==> src/rtl/dmaAddrPkg.sv <==
`timescale 1ns/1ps
package dmaAddrPkg;
  parameter int NUM_CH     = 8;
  parameter int ADDR_W     = 16;
  parameter int DATA_W     = 8;
  parameter int CASCADE_CH = 4;

  localparam int CH_W     = $clog2(NUM_CH);
  localparam int HALF_CH  = NUM_CH / 2;
  localparam int NUM_HALF = 2;
  localparam int OUT_W    = ADDR_W + 1;

  typedef logic [NUM_CH-1:0] chVec_t;

  // strobes from control to datapath
  typedef struct packed {
    chVec_t wrLo;
    chVec_t wrHi;
    chVec_t step;
    chVec_t down;
    chVec_t reload;
    logic   rdHi;
  } addrStb_t;
endpackage

==> src/rtl/dmaAddrCtrl.sv <==
`timescale 1ns/1ps
module dmaAddrCtrl
  import dmaAddrPkg::*;
(
  input  logic                clk,
  input  logic                rst_n,
  input  logic                regCs,
  input  logic                regWr,
  input  logic [CH_W-1:0]     regCh,
  input  logic [NUM_HALF-1:0] clrPtr,
  input  logic [NUM_HALF-1:0] masterClr,
  input  logic                xferStb,
  input  logic [CH_W-1:0]     xferCh,
  input  chVec_t              decMode,
  input  chVec_t              autoInit,
  input  chVec_t              termCnt,
  output addrStb_t            stb,
  output logic [NUM_HALF-1:0] bytePtr
);
  logic accHalf;
  logic curPtr;
  logic wrAny;

  assign accHalf = regCh[CH_W-1];
  assign curPtr  = bytePtr[accHalf];
  assign wrAny   = regCs && regWr;

  // one byte pointer flip-flop per controller half
  for (genvar h = 0; h < NUM_HALF; h++) begin : g_ptr
    logic accHere;
    assign accHere = regCs && (accHalf == 1'(h));
    always_ff @(posedge clk or negedge rst_n) begin
      if (!rst_n) begin
        bytePtr[h] <= 1'b0;
      end else if (clrPtr[h] || masterClr[h]) begin
        bytePtr[h] <= 1'b0;
      end else if (accHere) begin
        bytePtr[h] <= ~bytePtr[h];
      end
    end
  end

  always_comb begin
    stb = '0;
    stb.rdHi = curPtr;
    stb.down = decMode;
    for (int c = 0; c < NUM_CH; c++) begin
      logic regHit;
      logic xHit;
      regHit = wrAny && (regCh == CH_W'(c));
      xHit   = xferStb && (xferCh == CH_W'(c)) && (c != CASCADE_CH) && !regHit;
      stb.wrLo[c]   = regHit && !curPtr;
      stb.wrHi[c]   = regHit && curPtr;
      stb.reload[c] = xHit && autoInit[c] && termCnt[c];
      stb.step[c]   = xHit && !(autoInit[c] && termCnt[c]);
    end
  end
endmodule

==> src/rtl/dmaAddrPath.sv <==
`timescale 1ns/1ps
module dmaAddrPath
  import dmaAddrPkg::*;
(
  input  logic                           clk,
  input  addrStb_t                       stb,
  input  logic [DATA_W-1:0]              wrData,
  input  logic [CH_W-1:0]                regCh,
  input  logic [CH_W-1:0]                xferCh,
  output logic [DATA_W-1:0]              rdData,
  output logic [OUT_W-1:0]               xferAddr,
  output logic [NUM_CH-1:0][ADDR_W-1:0]  curAddr,
  output logic [NUM_CH-1:0][ADDR_W-1:0]  baseAddr
);
  logic [NUM_CH-1:0][OUT_W-1:0] fmtAddr;

  for (genvar c = 0; c < NUM_CH; c++) begin : g_ch
    // address contents have no reset value
    always_ff @(posedge clk) begin
      if (stb.wrLo[c]) begin
        baseAddr[c][DATA_W-1:0] <= wrData;
        curAddr[c][DATA_W-1:0]  <= wrData;
      end else if (stb.wrHi[c]) begin
        baseAddr[c][ADDR_W-1:DATA_W] <= wrData;
        curAddr[c][ADDR_W-1:DATA_W]  <= wrData;
      end else if (stb.reload[c]) begin
        curAddr[c] <= baseAddr[c];
      end else if (stb.step[c]) begin
        curAddr[c] <= stb.down[c] ? curAddr[c] - ADDR_W'(1) : curAddr[c] + ADDR_W'(1);
      end
    end

    if (c == CASCADE_CH) begin : g_casc
      assign fmtAddr[c] = '0;
    end else if (c >= HALF_CH) begin : g_word
      assign fmtAddr[c] = {curAddr[c], 1'b0};
    end else begin : g_byte
      assign fmtAddr[c] = {1'b0, curAddr[c]};
    end
  end

  assign rdData   = stb.rdHi ? curAddr[regCh][ADDR_W-1:DATA_W] : curAddr[regCh][DATA_W-1:0];
  assign xferAddr = fmtAddr[xferCh];
endmodule

==> src/rtl/dmaAddrRegs.sv <==
`timescale 1ns/1ps
module dmaAddrRegs
  import dmaAddrPkg::*;
(
  input  logic                clk,
  input  logic                rst_n,
  input  logic                regCs,
  input  logic                regWr,
  input  logic [CH_W-1:0]     regCh,
  input  logic [DATA_W-1:0]   wrData,
  output logic [DATA_W-1:0]   rdData,
  input  logic [NUM_HALF-1:0] clrPtr,
  input  logic [NUM_HALF-1:0] masterClr,
  input  logic                xferStb,
  input  logic [CH_W-1:0]     xferCh,
  input  logic [NUM_CH-1:0]   decMode,
  input  logic [NUM_CH-1:0]   autoInit,
  input  logic [NUM_CH-1:0]   termCnt,
  output logic [OUT_W-1:0]    xferAddr
);
  addrStb_t                      stb;
  logic [NUM_HALF-1:0]           bytePtr;
  logic [NUM_CH-1:0][ADDR_W-1:0] curAddr;
  logic [NUM_CH-1:0][ADDR_W-1:0] baseAddr;

  dmaAddrCtrl i_ctrl (
    .clk(clk), .rst_n(rst_n), .regCs(regCs), .regWr(regWr), .regCh(regCh),
    .clrPtr(clrPtr), .masterClr(masterClr), .xferStb(xferStb), .xferCh(xferCh),
    .decMode(decMode), .autoInit(autoInit), .termCnt(termCnt),
    .stb(stb), .bytePtr(bytePtr)
  );

  dmaAddrPath i_path (
    .clk(clk), .stb(stb), .wrData(wrData), .regCh(regCh), .xferCh(xferCh),
    .rdData(rdData), .xferAddr(xferAddr), .curAddr(curAddr), .baseAddr(baseAddr)
  );
endmodule

==> config.mk <==
export PLATFORM = sky130hd
export DESIGN_NAME = dmaAddrRegs
export DESIGN_NICKNAME = d
export VERILOG_FILES = /design/src/rtl/dmaAddrPkg.sv /design/src/rtl/dmaAddrCtrl.sv /design/src/rtl/dmaAddrPath.sv /design/src/rtl/dmaAddrRegs.sv
export SDC_FILE = /design/constraint.sdc
export NUM_CORES = 1
export LEC_CHECK = 0
export ABC_CLOCK_PERIOD_IN_PS = 6950
export BUFFER_PORTS_ARGS = -buffer_cell sky130_fd_sc_hd__buf_2
export CORE_UTILIZATION = 30
export CTS_CLUSTER_DIAMETER = 120
export DETAILED_ROUTE_END_ITERATION = 8
export MAX_ROUTING_LAYER = met4
export PLACE_DENSITY = 0.44
export SYNTH_ARGS = -nofsm -noshare
export SYNTH_HDL_FRONTEND = slang
export SYNTH_SLANG_ARGS = --single-unit
==> constraint.sdc <==
create_clock -name clk -period 6.95 [get_ports clk]
set_input_delay 0.695 -clock clk [delete_from_list [all_inputs] [get_ports clk]]
set_output_delay 0.695 -clock clk [all_outputs]
set_load 0.005 [all_outputs]
=== Word-level counts from Yosys, hierarchy flattened ===
Cells that the tools add are included.
Widths: inputs -> output; s select.

* Bitwise logic cells: 11
* Equal/unequal tests: 20
* Multiplexer cells: 53
* Order comparisons: 3
* Add/subtract/negate cells: 14
* Reductions and logical operators: 126

{| class="wikitable"
|+ Operators with widths
! operator !! count
|-
| $mux 16 || 22
|-
| $mux 8 || 22
|-
| $add 16x1->16 const B || 7
|-
| $sub 16x1->16 const B || 7
|-
| $logic_and 1x1->1 || 69
|-
| $bmux 17 s3 || 1
|-
| $bmux 16 s3 || 1
|-
| $reduce_and 2->1 || 22
|-
| $reduce_bool 3->1 || 14
|-
| $eq 3x3->1 const B || 7
|-
| $mux 17 || 1
|-
| $logic_not 1->1 || 15
|-
| $ne 2x1->1 const B || 7
|-
| $eq 3x2->1 const B || 4
|-
| $not 1->1 || 11
|-
| $lt 3x4->1 const B || 2
|-
| $eq 3x1->1 const B || 2
|-
| $logic_not 3->1 || 2
|-
| $mux 1 || 6
|-
| $reduce_bool 2->1 || 2
|-
| $logic_or 1x1->1 || 2
|-
| $lt 1x2->1 const B || 1
|}

* Bits in registers: 242
* Input port bits: 47
* Output and inout port bits: 25

=== Logic depth before layout (Yosys ltp) ===
* Depth after elaboration: 9
* Mapped depth: 10
* Mapped depth without buffers: 8

=== Hierarchy ===
From an unflattened synthesis, not the netlist that was laid out.

* Cells, all modules: 1642
* Area, all modules: 17834.6 µm²

{| class="wikitable"
|+ Modules (own cells, without submodules)
! module !! times used !! area each (µm²) !! cells an instance
|-
| dmaAddrPath || 1 || 17226.5 || 1552
|-
| dmaAddrCtrl || 1 || 608.1 || 90
|}

=== Least setup slack after synthesis ===
No wires, ideal clock.

* Kind: input to output
* From: in regCh[0]
* To: out rdData[0]
* Cell stages on the path: 5
* Setup slack: 3.835 ns
* Arrival: 2.420 ns
* Path buffers: 3
* Cells stage by stage: buf_2 > buf_2 > buf_2 > mux4_2 > mux4_2

* Cells in the longest elaborated chain, start to end: 3

{| class="wikitable"
|+ Ends and longest elaborated chain
! what !! RTL line !! RTL
|-
| start, declared || dmaAddrRegs.sv:9 || <nowiki>input logic [CH_W-1:0] regCh,</nowiki>
|-
| $bmux 16 s3 || dmaAddrPath.sv:42 || <nowiki>assign rdData = stb.rdHi ? curAddr[regCh][ADDR_W-1:DATA_W] : curAddr[regCh][DATA_W-1:0];</nowiki>
|-
| $mux 16 (not written as such) || dmaAddrPath.sv:42 ||
|-
| $mux 8 || dmaAddrPath.sv:42 ||
|-
| end, declared || dmaAddrRegs.sv:11 || <nowiki>output logic [DATA_W-1:0] rdData,</nowiki>
|}

No other way between the ends. The select of a mux whose other input is x is not followed.

=== Worst setup path after layout ===
* From: in xferCh[1]
* To: out xferAddr[3]

* Cells in the longest elaborated chain, start to end: 2

{| class="wikitable"
|+ Ends and longest elaborated chain
! what !! RTL line !! RTL
|-
| start, declared || dmaAddrRegs.sv:15 || <nowiki>input logic [CH_W-1:0] xferCh,</nowiki>
|-
| $bmux 17 s3 || dmaAddrPath.sv:43 || <nowiki>assign xferAddr = fmtAddr[xferCh];</nowiki>
|-
| $mux 17 (not written as such) || dmaAddrPath.sv:43 ||
|-
| end, declared || dmaAddrRegs.sv:19 || <nowiki>output logic [OUT_W-1:0] xferAddr</nowiki>
|}

No other way between the ends. The select of a mux whose other input is x is not followed.

==> impl_results.md <==
* Switch share at ~27%
* Root buffer cell: clkbuf_16
* CP dominant cell by count: buf_2
* Combinational share of power at 17.2%
* Netlist cell types at 72
* CP startpoint kind: primary input
* Hold_buf cts at 1
* Post-Syn Area at 0.0163 mm^2
* Vias in the first global route at around 12,000
* Pre-CTS setup slack at 2.58 ns
* Die Area at 0.0552 mm^2
* CP endpoint kind: output port
* DRC at 0
* Setup bufs post-CTS at 0
* RD Place Congestion at approximately 0.89
* First-pass GRT wire length at 80.4 mm
* Setup ws final at 2.73 ns
* Syn Nets at 1,678
* Worst path max stage delay at 0.96 ns
* Final Critical Period at 4.22 ns
* Total grt overflow at 0
* Power per cell area at 222 mW/mm^2
* Yosys warnings at 0
* Async S/R FF share, synth at 0.826%
* Largest net degree at the start of global routing at 45
* Leak at 6.78 nW
* Final worst clock skew at 0.0114 ns
* Final Cell Area at 0.0183 mm^2
* Non-filler cells, final at ~2,300
* Seq pwr share at 41.7%
* Vias/cell at 5.65
* Critical path, cell by cell: buf_2 > nor2b_2 > a22oi_1 > o21ai_0 > buf_2
* Core area at 0.0531 mm^2
* VDD IR max at roughly 140 uV
* Clock sinks at 242
* Initial Utilization at around 30%
* Slew HR at 25.4%
* CP max FO at 37
* Hold violation count in the final report at 0
* Critical path's slowest cell: nor2b_2
* Most numerous cell in the Yosys netlist: edfxtp_1
* Sw power at 1.11 mW
* Syn Area/Cell at 10.7 um^2
* Post-cts resize count at 0
* Final net count at 1,721
* Post-synth top cells: edfxtp_1, nand2_1, a21oi_1, nor2_1, o21ai_0
* FF-to-FF setup slack at roughly 4.0 ns
* Die height at about 230 um
* Buffers from clock root to sink, at most at 3
* EDFF count, synth at 240
* 1st-pass router iterations at 6
* Die width at 235 um
* Final setup fails at 0
* Layout cell share with drive strength beyond 1 at 13.0%
* Outcome: finished, final reports clean
* Final slew viol count at 0
* TritonCTS clock tree: yes
* Max Freq at 237 MHz
* Post-DRT Antenna Nets at 0
* Top cells by area, synth: edfxtp_1, mux4_2, ha_1, a21oi_1, nand2_1
* Synth top area share at 44.3%
* Hold WC Path Type: in2reg
* Max_cap viols at 0
* Worst-path clk slew at 0.06 ns
* Clock Latency Late Sink at 0.54 ns
* Clk network pwr share at 41.0%
* CTS H-tree depth at 2
* P&R area growth vs syn at 12.5%
* Initial antenna violation count at 6
* HPWL Detailed at roughly 38 mm
* Synth Instances at approximately 1,500
* Internal power at roughly 3 mW
* Boundary Pins at 72
* Iteration-0 DRC Markers at 1,261
* Period utilization at between 60% and 70%
* Cell total after placement at approximately 2,200
* Vias at 12,900
* Setup TNS at 0 ns
* RSZ-0062 raised after global routing: no
* Synth Flop Type: edfxtp_1
* Flops & latches, synth at 242
* Leading area contributor after synthesis: edfxtp_1
* Drt wl/cell at between 20 and 25 um
* WS Path Type: in2out
* Post-DP Area at 0.0173 mm^2
* Cts bufs inserted at 34
* Least-Margin Pin Slew at 1.10 ns
* WP data required at around 6.3 ns
* Total track usage at 20.1%
* Seq/Total Area, Yosys at between 40 and 50%
* IO buf count at a little under 70
* Data arrival, critical path at 3.53 ns
* # rows at 84
* Routed WL at 54.4 mm
layer usage:
| metal | up-vias | share of wire, % | GRT usage, % |
|---|---|---|---|
| met4 | 0 | 1.8 | 4.74 |
| met2 | 412 | 44 | 29.9 |
| met5 | - | 0 | - |
| li1 | 6023 | - | - |
| met3 | 62 | 6.2 | 3.72 |
| met1 | 6396 | 48 | 28.1 |
placed cells by master (no fill, tap or decap), drive strengths merged, types with 7 or more instances in the layout:
master,n
nand4,13
o22ai,17
mux2i,11
mux2,20
o21ai,113
o211ai,18
nor3,21
nand2b,11
a31oi,38
and3,13
o21a,11
inv,34
fa,7
mux4,56
xor2,35
xnor2,44
a211oi,19
a21oi,137
nand3,31
edfxtp,240
o31ai,11
nor2b,11
clkbuf,45
a21o,33
buf,78
ha,98
nand2,155
o21bai,10
clkinv,13
a22oi,30
nor2,132
power groups by stage:
stage               clock network, mW  logic (mW)  registers, mW
floorplan                           0       0.492           1.70
global placement                    0       0.691           1.72
detailed placement                  0       0.693           1.72
CTS                              1.70       0.699           1.69
global route                     1.75       0.773           1.70
finish                           1.67       0.699           1.70
flip-flops by register name (all words and copies together) (netlist names):
signal,count
i_ctrl.bytePtr,2
i_path.baseAddr,112
i_path.curAddr,128
kinds of logic after synthesis:
kind of cell,count (synthesis),share of synthesized area [%]
muxes,87,9.81
buffers and inverters,108,2.64
and+or+nand+nor,421,11.6
adders and majority gates,105,8.40
DFF,242,44.6
xor gates and xnor gates,79,4.25
AOI/OAI and AO/OA,484,18.7
critical path, delay by kind of cell:
kind / cells / cell delay, ns
and+or+nand+nor: 1 / 0.96
buffers and inverters: 2 / 0.96
AOI/OAI and AO/OA: 2 / 0.87
cell type report:
| class | count | area, um^2 |
|---|---|---|
| Timing Repair Buffer | 79 | 425 |
| Fill cell | 5327 | 34800 |
| Sequential cell | 242 | 7260 |
| Antenna cell | 2 | 5.00 |
| Multi-Input combinational cell | 1176 | 8580 |
| Inverter | 36 | 135 |
| Tap cell | 688 | 861 |
| Clock inverter | 12 | 78.8 |
| Clock buffer | 45 | 956 |
stage by stage:
stage | utilization [%] | hold WS [ns] | power (mW)
finish | 34.5 | 0.300 | 4.06
global route | 34.5 | 0.286 | 4.22
CTS | 34.5 | 0.275 | 4.10
detailed placement | 32.5 | 0.483 | 2.42
global placement | 32.5 | 0.482 | 2.41
floorplan | - | 0.399 | 2.19
worst paths after layout:
check                                                   start                            end  depth (start not counted)
worst max-delay path                                xferCh[1]                    xferAddr[3]                          5
worst min-delay path                                clrPtr[1]  i_ctrl.bytePtr[1]$_DFFE_PN0P_                          2
worst max register to register  i_path.curAddr[112]$_DFFE_PP_  i_path.curAddr[124]$_DFFE_PP_                          8
worst min register to register  i_path.baseAddr[47]$_DFFE_PP_   i_path.curAddr[47]$_DFFE_PP_                          2
max in group asynchronous                               rst_n  i_ctrl.bytePtr[0]$_DFFE_PN0P_                          2
min in group asynchronous                               rst_n  i_ctrl.bytePtr[1]$_DFFE_PN0P_                          2
Power figures use the tool's default switching activity.
